==> src/rtl/pic_win_pkg.sv <==
package pic_win_pkg;

  localparam int WIN_BITS    = 18;
  localparam int DATA_W      = 32;
  localparam int NUM_REGIONS = 6;

  typedef enum logic [2:0] {
    RG_GLB = 3'd0,
    RG_TMR = 3'd1,
    RG_SRC = 3'd2,
    RG_CPU = 3'd3,
    RG_MSI = 3'd4,
    RG_SUM = 3'd5
  } region_e;

  // First window offset of each region.
  function automatic logic [WIN_BITS-1:0] region_start(int idx);
    logic [WIN_BITS-1:0] v;
    case (idx)
      0:       v = 18'h00000;
      1:       v = 18'h010F0;
      2:       v = 18'h10000;
      3:       v = 18'h20000;
      4:       v = 18'h01600;
      5:       v = 18'h03600;
      default: v = 18'h3FFFF;
    endcase
    return v;
  endfunction

  // Exclusive end offset of each region; one bit wider so the window top fits.
  function automatic logic [WIN_BITS:0] region_limit(int idx);
    logic [WIN_BITS:0] v;
    case (idx)
      0:       v = 19'h010F0;
      1:       v = 19'h01200;
      2:       v = 19'h20000;
      3:       v = 19'h40000;
      4:       v = 19'h01800;
      5:       v = 19'h03A00;
      default: v = 19'h00000;
    endcase
    return v;
  endfunction

  function automatic int region_slots(int idx, int ncpu);
    int v;
    case (idx)
      0, 1, 2: v = 4;
      3:       v = ncpu;
      4:       v = 2;
      default: v = 1;
    endcase
    return v;
  endfunction

  function automatic logic [DATA_W-1:0] slot_reset(int rid, int slot);
    return 32'hC0DE_0000 | (32'(rid) << 8) | 32'(slot & 8'hFF);
  endfunction

endpackage

==> src/rtl/pic_win_base.sv <==
module pic_win_base #(
  parameter int AW         = 32,
  parameter int ALIGN_BITS = 18
) (
  input  logic          clk,
  input  logic          rst_n,
  input  logic          wr_en,
  input  logic [AW-1:0] wr_data,
  output logic          wr_reject,
  output logic [AW-1:0] base_q
);

  logic          load;
  logic [AW-1:0] base_d;

  assign wr_reject = wr_en && (wr_data[ALIGN_BITS-1:0] != '0);
  assign load      = wr_en && !wr_reject;

  always_comb begin
    base_d = base_q;
    if (load) base_d = wr_data;
  end

  always_ff @(posedge clk or negedge rst_n) begin
    if (!rst_n) begin
      base_q <= '0;
    end else if (load) begin
      base_q <= base_d;
    end
  end

endmodule

==> src/rtl/pic_win_decode.sv <==
module pic_win_decode
  import pic_win_pkg::*;
#(
  parameter int AW = 32
) (
  input  logic [AW-1:0]       base_addr,
  input  logic [AW-1:0]       acc_addr,
  output logic                in_window,
  output logic                region_found,
  output region_e             region_sel,
  output logic [WIN_BITS-1:0] region_off
);

  logic [WIN_BITS-1:0]    win_off;
  logic [NUM_REGIONS-1:0] match;
  logic [WIN_BITS-1:0]    sel_start;

  assign win_off   = acc_addr[WIN_BITS-1:0];
  assign in_window = (base_addr != '0) &&
                     (acc_addr[AW-1:WIN_BITS] == base_addr[AW-1:WIN_BITS]);

  for (genvar g = 0; g < NUM_REGIONS; g++) begin : g_match
    assign match[g] = ({1'b0, win_off} >= {1'b0, region_start(g)}) &&
                      ({1'b0, win_off} <  region_limit(g));
  end

  // Lowest-numbered matching region wins (ranges do not overlap).
  always_comb begin
    region_found = |match;
    region_sel   = RG_GLB;
    sel_start    = '0;
    for (int i = NUM_REGIONS - 1; i >= 0; i--) begin
      if (match[i]) begin
        region_sel = region_e'(i[2:0]);
        sel_start  = region_start(i);
      end
    end
  end

  assign region_off = win_off - sel_start;

endmodule

==> src/rtl/pic_win_stub.sv <==
module pic_win_stub
  import pic_win_pkg::*;
#(
  parameter int RID     = 0,
  parameter int SLOTS   = 4,
  parameter bit PER_CPU = 1'b0
) (
  input  logic                clk,
  input  logic                rst_n,
  input  logic                wr_en,
  input  logic [WIN_BITS-1:0] roff,
  input  logic [DATA_W-1:0]   wdata,
  output logic [DATA_W-1:0]   rdata
);

  logic                slot_ok;
  logic [WIN_BITS-1:0] slot_idx;
  logic [DATA_W-1:0]   regs_q [SLOTS];
  logic [DATA_W-1:0]   regs_d [SLOTS];

  if (PER_CPU) begin : g_cpu_slot
    assign slot_idx = {{(WIN_BITS-5){1'b0}}, roff[16:12]};
    assign slot_ok  = !roff[17] && (roff[11:0] == 12'h000) &&
                      (slot_idx < WIN_BITS'(SLOTS));
  end else begin : g_flat_slot
    assign slot_idx = {4'b0000, roff[WIN_BITS-1:4]};
    assign slot_ok  = (roff[3:0] == 4'h0) && (slot_idx < WIN_BITS'(SLOTS));
  end

  always_comb begin
    rdata = '1;
    for (int i = 0; i < SLOTS; i++) begin
      if (slot_ok && slot_idx == WIN_BITS'(i)) rdata = regs_q[i];
    end
  end

  always_comb begin
    for (int i = 0; i < SLOTS; i++) begin
      regs_d[i] = (slot_ok && slot_idx == WIN_BITS'(i)) ? wdata : regs_q[i];
    end
  end

  always_ff @(posedge clk or negedge rst_n) begin
    if (!rst_n) begin
      for (int i = 0; i < SLOTS; i++) regs_q[i] <= slot_reset(RID, i);
    end else if (wr_en) begin
      for (int i = 0; i < SLOTS; i++) regs_q[i] <= regs_d[i];
    end
  end

endmodule

==> src/rtl/irq_regwin_decoder.sv <==
module irq_regwin_decoder
  import pic_win_pkg::*;
#(
  parameter int AW   = 32,
  parameter int NCPU = 4
) (
  input  logic              clk,
  input  logic              rst_n,
  input  logic              base_wr_en,
  input  logic [AW-1:0]     base_wr_data,
  output logic              base_wr_rej,
  output logic [AW-1:0]     base_addr,
  input  logic              req_valid,
  input  logic              req_write,
  input  logic [AW-1:0]     req_addr,
  input  logic [2:0]        req_size,
  input  logic [DATA_W-1:0] req_wdata,
  output logic              rsp_valid,
  output logic              rsp_hit,
  output logic              rsp_err,
  output logic [DATA_W-1:0] rsp_rdata
);

  // Reset: asserted asynchronously, released on a clock edge.
  logic [1:0] rst_pipe_q;
  logic       rst_sync_n;

  always_ff @(posedge clk or negedge rst_n) begin
    if (!rst_n) rst_pipe_q <= 2'b00;
    else        rst_pipe_q <= {rst_pipe_q[0], 1'b1};
  end
  assign rst_sync_n = rst_pipe_q[1];

  pic_win_base #(.AW(AW), .ALIGN_BITS(WIN_BITS)) base_i (
    .clk      (clk),
    .rst_n    (rst_sync_n),
    .wr_en    (base_wr_en),
    .wr_data  (base_wr_data),
    .wr_reject(base_wr_rej),
    .base_q   (base_addr)
  );

  logic                in_window;
  logic                region_found;
  region_e             region_sel;
  logic [WIN_BITS-1:0] region_off;

  pic_win_decode #(.AW(AW)) dec_i (
    .base_addr   (base_addr),
    .acc_addr    (req_addr),
    .in_window   (in_window),
    .region_found(region_found),
    .region_sel  (region_sel),
    .region_off  (region_off)
  );

  // Access rule checks.
  logic acc_hit, size_ok, acc_err, wr_go;

  always_comb begin
    if (req_write) size_ok = (req_size == 3'd4) && (req_addr[1:0] == 2'b00);
    else           size_ok = (req_size == 3'd1) ||
                             ((req_size == 3'd4) && (req_addr[1:0] == 2'b00));
  end

  assign acc_hit = req_valid && in_window;
  assign acc_err = acc_hit && (!region_found || !size_ok);
  assign wr_go   = acc_hit && req_write && !acc_err;

  // Region stubs see a word offset: byte lane bits dropped.
  logic [WIN_BITS-1:0]    word_off;
  logic [NUM_REGIONS-1:0] stub_we;
  logic [DATA_W-1:0]      stub_rd [NUM_REGIONS];

  assign word_off = {region_off[WIN_BITS-1:2], 2'b00};

  for (genvar g = 0; g < NUM_REGIONS; g++) begin : g_region
    assign stub_we[g] = wr_go && (region_sel == region_e'(3'(g)));
    pic_win_stub #(
      .RID    (g),
      .SLOTS  (region_slots(g, NCPU)),
      .PER_CPU(g == int'(RG_CPU))
    ) stub_i (
      .clk  (clk),
      .rst_n(rst_sync_n),
      .wr_en(stub_we[g]),
      .roff (word_off),
      .wdata(req_wdata),
      .rdata(stub_rd[g])
    );
  end

  logic [DATA_W-1:0] word_rd;
  logic [7:0]        lane_byte;
  logic [DATA_W-1:0] rdata_d;

  always_comb begin
    word_rd = '1;
    for (int i = 0; i < NUM_REGIONS; i++) begin
      if (region_sel == region_e'(i[2:0])) word_rd = stub_rd[i];
    end
  end

  always_comb begin
    case (region_off[1:0])
      2'd0:    lane_byte = word_rd[7:0];
      2'd1:    lane_byte = word_rd[15:8];
      2'd2:    lane_byte = word_rd[23:16];
      default: lane_byte = word_rd[31:24];
    endcase
  end

  always_comb begin
    rdata_d = '0;
    if (acc_hit && !acc_err && !req_write) begin
      rdata_d = (req_size == 3'd1) ? {24'h000000, lane_byte} : word_rd;
    end
  end

  // Response register: one cycle after the request.
  always_ff @(posedge clk or negedge rst_sync_n) begin
    if (!rst_sync_n) begin
      rsp_valid <= 1'b0;
      rsp_hit   <= 1'b0;
      rsp_err   <= 1'b0;
      rsp_rdata <= '0;
    end else begin
      rsp_valid <= req_valid;
      rsp_hit   <= acc_hit;
      rsp_err   <= acc_err;
      if (req_valid) rsp_rdata <= rdata_d;
    end
  end

endmodule

==> config.mk <==
export PLATFORM = sky130hd
export DESIGN_NAME = irq_regwin_decoder
export DESIGN_NICKNAME = d
export VERILOG_FILES = /design/src/rtl/pic_win_pkg.sv /design/src/rtl/pic_win_base.sv /design/src/rtl/pic_win_decode.sv /design/src/rtl/pic_win_stub.sv /design/src/rtl/irq_regwin_decoder.sv
export SDC_FILE = /design/constraint.sdc
export NUM_CORES = 1
export LEC_CHECK = 0
export ABC_AREA = 0
export ABC_CLOCK_PERIOD_IN_PS = 23200
export BUFFER_PORTS_ARGS = -buffer_cell sky130_fd_sc_hd__buf_4
export CORE_UTILIZATION = 43
export DETAILED_ROUTE_END_ITERATION = 10
export PLACE_DENSITY_LB_ADDON = 0.08
export SKIP_CTS_REPAIR_TIMING = 1
export SLEW_MARGIN = 20
export SYNTH_ARGS = -nofsm -noshare
export SYNTH_HDL_FRONTEND = slang
export SYNTH_SLANG_ARGS = --single-unit
==> constraint.sdc <==
create_clock -name clk -period 23.2 [get_ports clk]
set_clock_uncertainty 0.2 [all_clocks]
set_input_delay 1.16 -clock clk [delete_from_list [all_inputs] [get_ports clk]]
set_output_delay 1.16 -clock clk [all_outputs]
set_load 0.02 [all_outputs]
**Word-level counts from Yosys, hierarchy flattened**

Cells that the tools add are included.
W data, S select, Z words.

- Register bits: 677

- Eq/ne operators: 16
- Reduce and logical (&&, ||, !) cells: 73
- Multiplexer cells: 41
- Add/subtract/negate cells: 1
- Order comparisons: 14

Operator list:

| cell | number |
|---|---|
| $mux W32 | 27 |
| $mux W18 | 5 |
| $lt A18 B13 Y1 const B | 3 |
| $reduce_and A2 Y1 | 19 |
| $ge A18 B13 Y1 const B | 2 |
| $logic_and A1 B1 Y1 | 36 |
| $logic_not A18 Y1 | 2 |
| $reduce_bool A32 Y1 | 1 |
| $eq A14 B2 Y1 const B | 2 |
| $pmux W8 S3 | 1 |
| $ge A18 B14 Y1 const B | 1 |
| $ge A18 B17 Y1 const B | 1 |
| $ge A18 B18 Y1 const B | 1 |
| $lt A18 B14 Y1 const B | 1 |
| $lt A18 B18 Y1 const B | 1 |
| $mux W3 | 6 |
| $reduce_bool A18 Y1 | 1 |
| $sub A18 B18 Y18 | 1 |
| $eq A14 B1 Y1 const B | 1 |
| $eq A14 B14 Y1 | 1 |
| $lt A14 B1 Y1 const B | 1 |
| $lt A14 B2 Y1 const B | 1 |
| $lt A14 B3 Y1 const B | 1 |
| $mux W14 | 1 |
| 16 further kinds | 28 |

**Longest topological paths before layout**

Gate-level depths: netlist of run 1.

- Depth in word-level cells: 25
- Depth in mapped cells: 25
- Mapped depth without buffers: 19

**Hierarchy**

From an unflattened synthesis of run 1, not the netlist that was laid out.

- Cells, all modules: 2341
- Area, all modules: 34342.9 µm²

By module, submodules not included:

| module | area an instance (µm²) | cells an instance | times used |
|---|---|---|---|
| pic_win_stub at g_region[1].stub_i ... | 6080.8 | 359 | 2 |
| pic_win_stub at g_region[3].stub_i | 6254.7 | 392 | 1 |
| pic_win_stub at g_region[0].stub_i | 6075.8 | 359 | 1 |
| irq_regwin_decoder | 3236.9 | 341 | 1 |
| pic_win_stub at g_region[4].stub_i | 2957.8 | 217 | 1 |
| pic_win_stub at g_region[5].stub_i | 1632.8 | 115 | 1 |
| pic_win_base | 1168.6 | 77 | 1 |
| pic_win_decode | 854.6 | 122 | 1 |

**Worst setup path before layout of run 1**

OpenSTA, ideal clock, no wires.

- Kind: input to register
- Start: in req_addr[11]
- End: reg rsp_rdata[2]
- Data required time: 22.867 ns
- Setup time: 0.133 ns
- Data arrival time: 6.163 ns
- Stages: 23
- Slack: 16.704 ns
- Path buffers: 7
- Path through: buf_2 > or4b_1 > a21oi_1 > nand2_1 > clkbuf_1 > clkbuf_1 > buf_1 > ha_1 > buf_4 > a211oi_2 > or2_4 > a31o_1 > a221o_1 > buf_2 > or4_4 > or3_4 > buf_6 > o22ai_1 > o21a_1 > o31ai_1 > mux2_2 > a41oi_2 > nand2_1

- Longest elaborated chain between the ends: 25
- Elaborated cells between the ends (all ways): 102

RTL lines:

| item | RTL line | text |
|---|---|---|
| start, declared | irq_regwin_decoder.sv:15 | `input logic [AW-1:0] req_addr,` |
| $ge A18 B14 Y1 or $lt A18 B14 Y1 (tied branches) | pic_win_decode.sv:23, pic_win_decode.sv:24 |  |
| $logic_and A1 B1 Y1 | pic_win_decode.sv:23 | `assign match[g] = ({1'b0, win_off} >= {1'b0, region_start(g)}) &&` |
| $mux W14 | pic_win_decode.sv:33 | `if (match[i]) begin` |
| $mux W18 (5 in series) | pic_win_decode.sv:33 |  |
| $sub A18 B18 Y18 | pic_win_decode.sv:40 | `assign region_off = win_off - sel_start;` |
| $lt A14 B3 Y1 | pic_win_stub.sv:27 | `assign slot_ok = (roff[3:0] == 4'h0) && (slot_idx < WIN_BITS'(SLOTS));` |
| $logic_and A1 B1 Y1 | pic_win_stub.sv:27 |  |
| $logic_and A1 B1 Y1 | pic_win_stub.sv:33 | `if (slot_ok && slot_idx == WIN_BITS'(i)) rdata = regs_q[i];` |
| $mux W32 (4 in series) | pic_win_stub.sv:33 |  |
| $mux W32 (6 in series) | irq_regwin_decoder.sv:100 | `if (region_sel == region_e'(i[2:0])) word_rd = stub_rd[i];` |
| $pmux W8 S3 | irq_regwin_decoder.sv:105 | `case (region_off[1:0])` |
| $mux W32 | irq_regwin_decoder.sv:116 | `rdata_d = (req_size == 3'd1) ? {24'h000000, lane_byte} : word_rd;` |
| $mux W32 (*) | irq_regwin_decoder.sv:115 | `if (acc_hit && !acc_err && !req_write) begin` |
| end signal, assigned | irq_regwin_decoder.sv:131 | `if (req_valid) rsp_rdata <= rdata_d;` |
| end, declared | irq_regwin_decoder.sv:21 | `output logic [DATA_W-1:0] rsp_rdata` |

Mark *: on every way between the ends. The rest lies on a longest branch, timed or not.
A chain may end at the register's enable or synchronous reset.

**Worst setup path after layout of run 1**

- Start: in req_addr[11]
- End: reg rsp_rdata[6]

The elaborated chain is that of the path after synthesis.

==> qor.yml, run 1 <==
critPathArrivalTime_ns: 8.69
critPathTopFamily: "compound AO/OA/AOI/OAI gates"
cp_slowest_cell: "a211oi_1"
fp-row-count: 100
start_kind: "input port"
yosys.area.top_type: "dfrtp_1"
hp-class: "input port to async pin"
ys_ff_latch: 677
dpl.cell_count: 3642
overflow: 0
yosysUniqueCellTypes: 99
fillers: 6655
core_area_um2: 74300
grt_pass1_wl_mm: 179
slew_violations: 0
hold_violations: 0
crit_chain: "buf_4 > or4b_1 > a21oi_1 > nand2_2 > inv_1 > ha_1 > inv_1 > fa_1 > a21o_1 > a311o_1 > xnor2_1 > nand3_1 > nor2_1 > nand3_4 > buf_4 > o221ai_1 > o2111ai_1 > a211oi_1 > o21bai_1 > a21oi_1 > o2bb2ai_1"
crit_required_ns: 23.50
dpl.hpwl_mm: 81.4
track_usage_pct: 32.3
synth_flop_cell: "dfrtp_1"
holdWs_ns: 0.118
stdcell_count: 3782
cts_tree: "built"
die_y_um: 276
die_area_um2: 76200
slowest_delay_ns: 0.82
start_util_pct: 43.4
ioPinCount: 172
synth-async-reset-ratio_pct: 100
firstDrtPassIters: 5
max_freq_mhz: 119
maxCapViolCount: 0
antenna_left: 0
ir_drop_mv: 0.0594
synth_edf_count: 0
io_buffers: 171
wire_per_inst_um: 32.8
numCtsBuffers: 76
clock_latency_ns: 0.63
syn_avg_cell_area_um2: 12.1
crit_type: "input port to flip-flop"
seq_area_frac_synth_pct: 53.2
avgViaCountPerCell: 6.53
rsz0062_at_grt: "false"
gp_congestion: 1.02
end_kind: "flip-flop"
die_w_um: 276
synth_area_leaders: "dfrtp_1 (38%), mux2_2 (22%), dfstp_2 (15%)"
yosysTopAreaCellShare_pct: 37.8
synth_nets: 2778
grt_max_degree: 183
nets: 2866
route.detailed.drc: 0
min_period_over_period_pct: 36.2
path_clk_slew_ns: 0.06
antenna_cells: 0
clk_path_buf_depth: 3
ys.warnings.count: 0
ff_latch_area_um2: 17200
htree_levels: 3
via_count: 24700
finalCriticalPeriod_ns: 8.39
fin_total_pwr_w: 0.00253
finalWirelength_mm: 124
tightest_slew_ns: 1.24
syn_inst: 2664
antenna_found_initial: 1
cts-root-buf: "clkbuf_16"
outcome: "completed"
final_layout_size_suffix_gt1_share_pct: 44.2
cts_sinks: 677
drtIter0Drc: 2490
synthTopCellsByCount: "mux2_2 (624), dfrtp_1 (488), dfstp_2 (189), nand2_1 (135), o22ai_1 (133)"
cp_num_buf_inv: 4
multi_input_comb_area_um2: 14200
setup_viol: 0
power.density_nw_per_um2: 68.4
p_leak_nw: 17.2
syn_area_um2: 32300
tns_ns: 0
synth_most_common_cell: "mux2_2"
slew_headroom_pct: 17.6
grt_pass1_vias: 25200
area_growth_pct: 14.5
cp_max_fo: 44
-- per-stage QoR --
step	setup WS [ns]	cell area, um2	utilization [%]
2_1_floorplan	3.06	32300	-
4_1_cts	15.01	36900	49.7
3_3_place_gp	14.51	34500	46.5
6_report	14.81	37000	49.7
3_5_place_dp	14.40	34500	46.5
5_1_grt	14.74	37000	49.7
-- worst paths after layout --
check	depth (start not counted)	slack, ns	to	startpoint
worst max-delay path	21	14.81	rsp_rdata[6]	req_addr[11]
worst min-delay path	1	0.12	rst_pipe_q[1]	rst_n
worst max register to register	9	18.89	g_region[0].stub_i.regs_q[72]	base_i.base_q[25]
worst min register to register	0	0.15	rst_pipe_q[1]	rst_pipe_q[0]
max in group asynchronous	3	19.40	g_region[3].stub_i.regs_q[27]	rst_pipe_q[1]
min in group clk	0	0.15	rst_pipe_q[1]	rst_pipe_q[0]
-- layout make-up --
class                           instances  share of cell area, %
Timing Repair Buffer                  247                   5.15
Clock buffer                          123                   6.16
Inverter                               29                  0.295
Multi-Input combinational cell       1721                   38.3
Tap cell                              969                   3.28
Sequential cell                       677                   46.5
Clock inverter                         16                  0.332
-- registers in the layout, indices dropped and copies added (netlist names) --
signal and flops:
base_i.base_q 32, g_region.stub_i.regs_q 608, rsp_err 1, rsp_hit 1
rsp_rdata 32, rsp_valid 1, rst_pipe_q 2
-- power by group --
part	switching, W	total [W]	internal, W
clock network	0.000504	0.00118	0.000674
registers	0.00000173	0.00118	0.00118
logic	0.000128	0.000166	0.0000384
-- worst reg2reg max path: stages (launching register included) --
cell and delay (ns):
dfrtp_1 0.43, xnor2_1 0.25, nand4_1 0.13, or4_1 0.47, and4bb_1 0.41, nand2_1 0.34, nor2_1 0.60, nand2_2 0.52
buf_4 0.46, mux2_2 0.36
-- layer usage --
layer	track usage, %	share of wire (%)	vias to the layer above
met3	5.24	6.6	354
met1	41.5	40	13100
met5	0.0625	0	-
li1	-	-	10100
met2	52.3	47	1146
met4	17.3	6.1	0
-- cells in the final DEF, fill, tap and decap left out, drive strengths merged, types with 32 or more instances in the layout --
| master | n |
|---|---|
| mux2 | 624 |
| dfrtp | 488 |
| buf | 247 |
| dfstp | 189 |
| nand2 | 137 |
| o22ai | 133 |
| clkbuf | 123 |
| nor2 | 105 |
| o21ai | 82 |
| a21oi | 64 |
| nor3 | 42 |
| nand3 | 38 |
| nor4 | 35 |
| o221ai | 32 |
| inv | 32 |
-- cell families after synthesis --
kind of cell | synth area share, %
other | 0.0116
adder cells (fa/ha/maj) | 0.411
buffers and inverters | 3.46
flip-flops | 53.2
multiplexers | 22.2
XOR/XNOR | 0.434
AND/OR/NAND/NOR | 7.81
AO/OA/AOI/OAI | 12.5
No activity file was read; power rests on OpenSTA's default activity.
==> inputs of run 2 (changes only) <==
--- a/config.mk
+++ b/config.mk
@@ -6,7 +6,7 @@
 export NUM_CORES = 1
 export LEC_CHECK = 0
 export ABC_AREA = 0
-export ABC_CLOCK_PERIOD_IN_PS = 23200
+export ABC_CLOCK_PERIOD_IN_PS = 7200
 export BUFFER_PORTS_ARGS = -buffer_cell sky130_fd_sc_hd__buf_4
 export CORE_UTILIZATION = 43
 export DETAILED_ROUTE_END_ITERATION = 10
==> constraint.sdc (replaced) <==
create_clock -name clk -period 7.2 [get_ports clk]
set_clock_uncertainty 0.2 [all_clocks]
set_input_delay 0.36 -clock clk [delete_from_list [all_inputs] [get_ports clk]]
set_output_delay 0.36 -clock clk [all_outputs]
set_load 0.02 [all_outputs]
==> run 2 against run 1 <==
  * Final cell count increased by 1.9%
  * Sequential cell count unchanged
  * Sequential share of layout area down 0.96 points
  * Combinational power increased to 3.4 times the previous value
  * Critical path type unchanged
  * Utilization grew 1.0 points
  * Count of clock-buffer cells in the layout rose by 4
  * Setup slack worse by 14 ns
  * Final area is 2.1% higher
  * Via count decreased by 0.20%
  * The flow now finishes with violations (hold timing)
  * Sequential power grew to 3.2 times the previous value
==> qor.yml, run 2 (synthesis gave the netlist of run 1 again) <==
gp_congestion: 0.911  # -11%
final_area_um2: 37700  # +2.1%
path_clk_slew_ns: 0.06  # about the same
grt_pass1_wl_mm: 182  # +1.6%
tightest_slew_ns: 1.14  # -0.0915 ns
holdWs_ns: -0.00875  # -0.127 ns
dr.max_layer_used: "met4"
min_period_over_period_pct: 89.9
rsz0062_at_grt: "false"
r2r_cells: 9  # unchanged
fin_util_pct: 50.8  # +1.0 points
avgViaCountPerCell: 6.40  # -2.0%
hp-class: "input port to flip-flop"
overflow: 0  # unchanged
cts_tree: "built"
drtIter0Drc: 2378  # -4.5%
power.density_nw_per_um2: 220  # +220%
wire_per_inst_um: 32.8  # about the same
tns_ns: 0  # unchanged
grt_pass1_vias: 25100  # -0.41%
cts_sinks: 677  # unchanged
clock_latency_ns: 0.63  # about the same
met3_length_mm: 8.04  # -1.6%
wl_met2_mm: 60.2  # +3.4%
r2r-start: "base_i.base_q[25]"
die_y_um: 276  # unchanged
cts-root-buf: "clkbuf_16"
p_leak_nw: 17.6  # +2.3%
hold_violations: 1  # +1
cp-startpoint: "req_addr[17]"
crit_type: "input port to flip-flop"
antenna_left: 0  # unchanged
finalCriticalPeriod_ns: 6.48
area_growth_pct: 16.9
dpl_cell_area_um2: 35000  # +1.3%
final_layout_size_suffix_gt1_share_pct: 44.5  # +0.33 points
outcome: "finished, violations left"
slew_violations: 0  # unchanged
reg2reg_to: "g_region[0].stub_i.regs_q[68]"
clk_path_buf_depth: 3  # unchanged
route.detailed.drc: 0  # unchanged
die_w_um: 276  # unchanged
final_cell_mix: "mux2_2 (624), dfrtp_1 (487), buf_4 (272)"
mostFrequentLayoutCell: "mux2_2"
io_buffers: 171  # unchanged
maxCapViolCount: 0  # unchanged
wl_met1_mm: 51.7  # +3.1%
firstDrtPassIters: 8  # +3
setup_viol: 0  # unchanged
start_util_pct: 43.4  # unchanged
fp-row-count: 100  # unchanged
core_area_um2: 74300  # unchanged
violations: "hold timing"
finalWirelength_mm: 126  # +1.8%
numCtsBuffers: 77  # +1.3%
slew_headroom_pct: 23.4  # +5.7 points
crit_required_ns: 7.56  # -15.94 ns
via_count: 24600  # -0.20%
fillers: 6526  # -1.9%
dpl.hpwl_mm: 84.6  # +3.8%
cp_max_fo: 19  # -57%
grt_max_degree: 161  # -12%
endpoint: "rsp_rdata[6]"
die_area_um2: 76200  # unchanged
track_usage_pct: 32.9  # +0.67 points
antenna_found_initial: 2  # +1
largest-register: "g_region.stub_i.regs_q"
max_freq_mhz: 154
htree_levels: 3  # unchanged
reg2reg_slack_ns: 3.17  # -15.72 ns
end_kind: "flip-flop"
largestRegisters: "g_region.stub_i.regs_q x608, base_i.base_q x32, rsp_rdata x32"
largest_reg_flops: 608  # unchanged
start_kind: "input port"
critPathArrivalTime_ns: 6.84  # -1.85 ns
ir_drop_mv: 0.163  # +170%
ioPinCount: 172  # unchanged
nets: 2931  # +2.3%
[run 2: cell type report]
class	count	area [um2]	share of cell area, %
Antenna cell	3	7.51	0.0199
Clock buffer	127	2360	6.25
Clock inverter	15	149	0.395
Inverter	29	109	0.288
Multi-Input combinational cell	1721	14200	37.5
Sequential cell	677	17200	45.5
Tap cell	969	1210	3.21
Timing Repair Buffer	311	2560	6.79
[run 2: worst min path at each step]
stage	startpoint	end	depth (start not counted)
2_1_floorplan	rst_n	rst_pipe_q[0]	0
3_3_place_gp	rst_n	rst_pipe_q[0]	1
3_5_place_dp	rst_n	rst_pipe_q[0]	1
4_1_cts	rst_n	rst_pipe_q[1]	1
5_1_grt	req_wdata[4]	g_region[5].stub_i.regs_q[4]	2
6_report	req_wdata[7]	g_region[5].stub_i.regs_q[7]	2
[run 2: per-stage QoR]
stage | hold slack, ns | std cells | setup WS, ns | power [W]
finish | -0.00875 | 3852 | 0.724 | 0.00829
detailed placement | -0.0568 | 3681 | 0.394 | 0.00443
global route | 0.00491 | 3849 | 0.642 | 0.00853
floorplan | -0.136 | 2664 | 0.558 | 0.00415
CTS | -0.720 | 3823 | 1.04 | 0.00834
global placement | -0.0569 | 3681 | 0.158 | 0.00443
[run 2: routing by layer]
metal  track usage [%]  vias to the layer above
met2              53.9                     1041
met1              43.3                    13000
li1                  -                    10300
met3              4.93                      303
met4              15.0                        0
met5                 0                        -
[run 2: critical path: stages]
cell and delay (ns):
buf_4 0.21, or2_2 0.39, nor2_1 0.19, nand3_1 0.36, ha_1 0.65, and4_1 0.24
o21ai_1 0.16, a31o_1 0.29, a221oi_1 0.78, nand2_1 0.25, nor3_4 0.59, buf_4 0.36
a221oi_1 0.18, a2111oi_0 0.68, buf_4 0.25, a21oi_1 0.14, o21ai_1 0.43, a21oi_1 0.15
o2bb2ai_1 0.14
[run 2: report_power, final]
| part | switching, W | internal, W | total, W |
|---|---|---|---|
| registers | 0.00000666 | 0.00381 | 0.00382 |
| clock network | 0.00166 | 0.00225 | 0.00391 |
| logic | 0.000417 | 0.000142 | 0.000559 |
| total | 0.00208 | 0.00621 | 0.00829 |
